<file path="src/rtl/pll_cfg_loader.sv">
module pll_cfg_loader #(
  parameter int M_W      = 9,
  parameter int N_W      = 3,
  parameter int SCLK_DIV = 4,
  localparam int FW      = M_W + N_W,
  localparam int RW      = 2 * FW + 4
) (
  input  logic          clk,
  input  logic          rst_n,
  input  logic          reg_wr,
  input  logic [RW-1:0] reg_din,
  input  logic          load_cmd,
  output logic          busy,
  output logic          ab_sclk,
  output logic          ab_sdata,
  output logic          ab_load,
  output logic          ab_mrst,
  output logic          cd_sclk,
  output logic          cd_sdata,
  output logic          cd_load,
  output logic          cd_mrst,
  output logic [1:0]    ab_src_sel,
  output logic [1:0]    cd_src_sel
);
  localparam int PW = (SCLK_DIV > 2) ? $clog2(SCLK_DIV) : 1;
  localparam int BW = $clog2(FW);
  localparam logic [PW-1:0] PH_LAST = PW'(SCLK_DIV - 1);
  localparam logic [PW-1:0] PH_HIGH = PW'(SCLK_DIV / 2);
  localparam logic [BW-1:0] BIT_LAST = BW'(FW - 1);

  typedef enum logic [1:0] {S_IDLE, S_SHIFT, S_LOAD} state_t;

  state_t        state;
  logic [RW-1:0] cfg_q;
  logic [FW-1:0] sr_ab, sr_cd;
  logic [PW-1:0] ph;
  logic [BW-1:0] bitc;
  logic          mrst_q;
  logic          ph_end;

  assign ph_end = (ph == PH_LAST);

  always_ff @(posedge clk or negedge rst_n) begin
    if (!rst_n)      cfg_q <= {4'b1111, {(2*FW){1'b0}}};
    else if (reg_wr) cfg_q <= reg_din;
  end

  always_ff @(posedge clk or negedge rst_n) begin
    if (!rst_n) begin
      state  <= S_IDLE;
      ph     <= '0;
      bitc   <= '0;
      sr_ab  <= '0;
      sr_cd  <= '0;
      mrst_q <= 1'b1;
    end else begin
      case (state)
        S_IDLE: if (load_cmd) begin
          state  <= S_SHIFT;
          ph     <= '0;
          bitc   <= '0;
          sr_ab  <= cfg_q[FW-1:0];
          sr_cd  <= cfg_q[2*FW-1:FW];
          mrst_q <= 1'b0;
        end
        S_SHIFT: begin
          ph <= ph_end ? '0 : ph + 1'b1;
          if (ph_end) begin
            if (bitc == BIT_LAST) state <= S_LOAD;
            else begin
              bitc  <= bitc + 1'b1;
              sr_ab <= {sr_ab[FW-2:0], 1'b0};
              sr_cd <= {sr_cd[FW-2:0], 1'b0};
            end
          end
        end
        S_LOAD: begin
          ph <= ph_end ? '0 : ph + 1'b1;
          if (ph_end) state <= S_IDLE;
        end
        default: state <= S_IDLE;
      endcase
    end
  end

  assign busy       = (state != S_IDLE);
  assign ab_sclk    = (state == S_SHIFT) && (ph >= PH_HIGH);
  assign cd_sclk    = ab_sclk;
  assign ab_sdata   = (state == S_SHIFT) && sr_ab[FW-1];
  assign cd_sdata   = (state == S_SHIFT) && sr_cd[FW-1];
  assign ab_load    = (state == S_LOAD);
  assign cd_load    = ab_load;
  assign ab_mrst    = mrst_q;
  assign cd_mrst    = mrst_q;
  assign ab_src_sel = cfg_q[2*FW+1:2*FW];
  assign cd_src_sel = cfg_q[2*FW+3:2*FW+2];
endmodule

</file>
<file path="config.mk">
export PLATFORM = sky130hd
export DESIGN_NAME = pll_cfg_loader
export DESIGN_NICKNAME = d
export VERILOG_FILES = /design/src/rtl/pll_cfg_loader.sv
export SDC_FILE = /design/constraint.sdc
export NUM_CORES = 1
export LEC_CHECK = 0
export CAP_MARGIN = 15
export CORE_MARGIN = 2
export CORE_UTILIZATION = 57
export DETAILED_ROUTE_END_ITERATION = 7
export GPL_ROUTABILITY_DRIVEN = 0
export MAX_ROUTING_LAYER = met4
export PLACE_DENSITY_LB_ADDON = 0.12
export SLEW_MARGIN = 5
export SYNTH_ARGS = -nofsm -noshare
export SYNTH_HDL_FRONTEND = slang
export SYNTH_SLANG_ARGS = --single-unit
</file>
<file path="constraint.sdc">
create_clock -name clk -period 3 [get_ports clk]
set_clock_uncertainty 0.05 [all_clocks]
set_input_delay 0.9 -clock clk [delete_from_list [all_inputs] [get_ports clk]]
set_output_delay 0.9 -clock clk [all_outputs]
set_load 0.03 [all_outputs]
</file>
Word level (Yosys, flattened, before mapping)
Index checks and enable logic that the tools add are counted.

$add $sub $neg: 2. $lt $le $gt $ge: 1. Eq/ne operators: 9. Muxes and demuxes: 20. Reduce and logical (&&, ||, !) cells: 12.

Operators by type and width (count): $mux W12 (6); $pmux W12 S2 (2); $mux W2 (6); $mux W4 (3); $ne A2 B2 Y1 const B (4); $pmux W4 S2 (1); $reduce_and A4 Y1 (2); $pmux W2 S3 (1); $reduce_bool A2 Y1 (3); $add A4 B1 Y4 const B (1); $eq A2 B2 Y1 const B (2); $eq A4 B4 Y1 const B (1); $pmux W2 S2 (1); $reduce_and A2 Y1 (2); $logic_and A1 B1 Y1 (3); $add A2 B1 Y2 const B (1); $eq A2 B1 Y1 const B (1); $ge A2 B2 Y1 const B (1); $logic_not A2 Y1 (1); $ne A2 B1 Y1 const B (1); $reduce_or A2 Y1 (1).

Register bits: 61. Logic and storage cells: 51.

Logic depth before layout (Yosys ltp)
Gate-level depths: netlist (run 1).

Word-level depth: 4. Mapped depth: 7. Depth with buffers taken out: 5.

Least setup slack after synthesis (run 1)
No wires, ideal clock.

Kind: register to output. Start: register state[1]. End: output port cd_sclk. Data arrival time: 1495 ps. Required time: 2050 ps. Slack: 555 ps. Cell stages (with the launch flop): 6. Cell sequence: dfrtp_1 inv_1 ha_1 clkbuf_1 o21a_1 buf_4.

Word-level cells in the longest chain between the ends: 2.

RTL lines: from (decl) (line 33) `state_t state;`; from (signal assigned) (line 50) `state <= S_IDLE;`; from (signal assigned) (line 59) `state <= S_SHIFT;`; from (signal assigned) (line 69) `if (bitc == BIT_LAST) state <= S_LOAD;`; $eq A2 B1 Y1 (line 87) `assign ab_sclk = (state == S_SHIFT) && (ph >= PH_HIGH);`; $logic_and A1 B1 Y1 (line 87); to (decl) (line 18) `output logic cd_sclk,`.

No other way between the ends.

Final worst setup path (run 1)
Start: register state[1]. End: output port cd_sdata.

Word-level cells in the longest chain between the ends: 2.

RTL lines: $eq A2 B1 Y1 (line 90) `assign cd_sdata = (state == S_SHIFT) && sr_cd[FW-1];`; $logic_and A1 B1 Y1 (line 90); to (decl) (line 19) `output logic cd_sdata,`.

No other way between the ends.

==> results of run 1 <==
## final cells by class
cell class | count | area [um^2]
clock buffers | 11 | 141.4
clock inverters | 5 | 50.05
fillers | 343 | 1309
inverters | 12 | 45.04
multi-input cells | 118 | 1056
flip-flops and latches | 61 | 1533
well taps | 54 | 67.56
repair buffers | 50 | 490.5
## synthesized netlist by cell type (2+ instances only)
library cell | instances | share of area (%)
and2_1 | 2 | 0.46
buf_4 | 7 | 1.9
buf_6 | 3 | 1.2
clkbuf_1 | 8 | 1.1
dfrtp_1 | 56 | 51
dfstp_2 | 5 | 4.8
ha_1 | 6 | 2.7
inv_1 | 12 | 1.6
mux2_2 | 26 | 11
mux2i_1 | 3 | 1.1
nand2_1 | 5 | 0.68
nand3_1 | 2 | 0.36
nand3b_1 | 2 | 0.55
nor2_1 | 2 | 0.27
o21ai_0 | 3 | 0.55
o221a_1 | 4 | 1.6
o221a_2 | 17 | 7.0
o22ai_1 | 3 | 0.68
o31ai_1 | 2 | 0.55
or2_2 | 21 | 4.8
## cells in the final DEF, fill, tap and decap left out, types with 2 or more instances in the layout
cell,netlist,final
mux2i_1,3,3
o31ai_1,2,2
and2_1,2,2
o21ai_0,3,3
nor2_1,2,2
ha_1,6,5
inv_1,12,12
dfstp_2,5,5
nand3b_1,2,2
o221a_2,17,17
mux2_2,26,26
buf_4,7,5
clkbuf_8,0,10
nand2_1,5,5
o22ai_1,3,3
nand3_1,2,2
clkinv_2,0,4
dfrtp_1,56,56
or2_2,21,21
clkdlybuf4s50_1,0,41
o221a_1,4,4
dlygate4sd2_1,0,2
## power by group through the flow
stage | sequential (mW) | clock (mW) | combinational [mW]
final | 1.15 | 0.696 | 1.01
after global routing | 1.18 | 0.759 | 1.10
after CTS | 1.15 | 0.715 | 1.01
after detailed placement | 1.16 | 0 | 1.02
after global placement | 1.15 | 0 | 0.968
after floorplan | 1.12 | 0 | 0.789
## routing by layer
metal	global-route usage [%]	part of all wire, %	vias to the layer above
met1	27.46	42	876
met5	-	0	-
met2	34.03	53	33
met4	10.91	1.4	0
li1	-	-	841
met3	4.390	3.1	7
## how the worst max path moves through the flow
| stage | cells after the start | end | slack [ns] | from |
|---|---|---|---|---|
| 3_3_place_gp | 4 | ab_sclk | 0.42 | state[1] |
| 6_report | 4 | cd_sdata | 0.14 | state[1] |
| 2_1_floorplan | 5 | cd_sclk | 0.56 | state[1] |
| 4_1_cts | 4 | cd_sdata | 0.04 | state[1] |
| 3_5_place_dp | 4 | ab_sclk | 0.34 | state[1] |
| 5_1_grt | 4 | ab_sdata | 0.05 | state[1] |
## state kept, by name (all words and copies together), names as in the netlist
name     count
state        2
ph           2
sr_cd       12
cfg_q       28
sr_ab       12
ab_mrst      1
bitc         4
## worst max-delay path, cell delays in order (launching register included)
cell and delay, ns:
dfrtp_1 0.41, inv_1 0.09, ha_2 0.28, and2_1 0.15, clkdlybuf4s50_1 0.66
## what timing repair did
action / CTS / global route
endpoints found under the setup margin: 2 / 2
resized for setup: 2 / 1
hold endpoints to repair: 0 / 0
## cell families (layout without fill, tap and decap cells)
| family | Yosys count | after routing | share of synthesized area, % |
|---|---|---|---|
| flip-flops | 61 | 61 | 55.78 |
| multiplexers | 29 | 29 | 11.75 |
| AO/OA/AOI/OAI | 39 | 39 | 13.43 |
| buffers and inverters | 30 | 78 | 5.874 |
| AND/OR/NAND/NOR | 44 | 44 | 10.43 |
| adder cells (fa/ha/maj) | 6 | 6 | 2.732 |
==> metrics.csv, run 1 <==
metric,value,unit
final_util,72.11,%
wirelength,4918,um
slew-limit-headroom,55.74,%
hold_path_class,flip-flop to flip-flop,
via_per_inst,5.650,
core,4692,um^2
switchingPower,0.9196,mW
vdd_ir_drop_max,0.4713,mV
die_h,73.43,um
drc,0,
syn-cell-area,2748,um^2
grt_pass1_vias,1787,
grt-ovfl-total,0,
p_leak,1.380,nW
setup_tns,0,ns
area_delta_synth_final,23.13,%
cap_violations,0,
yosys_warnings,0,
seq_power_share,40.3,%
io_pins,45,
r2r_slack,0.88,ns
reg2reg_from,state[1],
p_int,1.932,mW
crit_type,flip-flop to primary output,
cp_data_arrival_time,1.91,ns
crit_required,2.05,ns
core.rowCount,25,
clock-sinks,61,
dp_cells,295,
fin_crit,2.855,ns
cts_setup_buffers,0,
setup_slack,0.1446,ns
ys_ff_latch,61,
r2r_end,sr_cd[6],
synth-edff-count,0,
fin_area,3383,um^2
grt_max_degree,34,
wl_per_cell,15.81,um
rsz0062_at_grt,no,
cts_tree,built,
worst_pin_slew,0.6639,ns
portBuffers,44,
hold_path_depth,1,
status,"finished, final reports clean",
p_clk_share,24.4,%
place_ws,0.3390,ns
drtAntennaViolNets,0,
synth_async_sr_flop_share,100.0,%
h-tree-depth,3,
min_from,ab_mrst,
grt_util_all_layers,21.89,%
cts_buffers,9,
critPathMaxFanout,10,
period_share,95.18,%
fmax,350.2,MHz
power_density,842.8,nW/um^2
drt_pass1_iterations,4,
hold_end,ab_mrst,
ff2ff_path_depth,7,
finalNetCount,290,
insertion_delay,0.32,ns
dpl_cell_area,3192,um^2
die_w,73.43,um
grt_antenna_before_repair,0,
crit_path_end_kind,primary output,
antennaDiodeCount,0,
start_util,58.56,%
hold_viol,0,
swShare,32.25,%
synthDistinctLibCells,40,
holdBufCountCts,0,
cts_buffer_depth,2,
syn_inst,209,
root_buffer,clkbuf_8,
p_comb_share,35.3,%
power.total,2.851,mW
hpwl,3439,um
holdWs,0.4465,ns
drive_gt1_share,37.35,%
drtIter0Drc,87,
syn_nets,247,
yosysSeqAreaShare,55.78,%
vias,1757,
clkTransAtPathRegs,0.07,ns
setup-violations-final,0,
die-area,5392,um^2
grt_pass1_wl,8535,um
fin_cells,311,
slew_viol_final,0,
avgSynthCellArea,13.15,um^2
yosys_most_used_dff,dfrtp_1,
startpoint_type,flip-flop,
Power figures use the tool's default switching activity.
==> run 2: changes to the inputs <==
--- a/config.mk
+++ b/config.mk
@@ -8,6 +8,7 @@
 export CAP_MARGIN = 15
 export CORE_MARGIN = 2
 export CORE_UTILIZATION = 57
+export CTS_CLUSTER_DIAMETER = 40
 export DETAILED_ROUTE_END_ITERATION = 7
 export GPL_ROUTABILITY_DRIVEN = 0
 export MAX_ROUTING_LAYER = met4
==> results of run 2 <==
No change in the layout: final DEF, timing and power equal those of run 1.
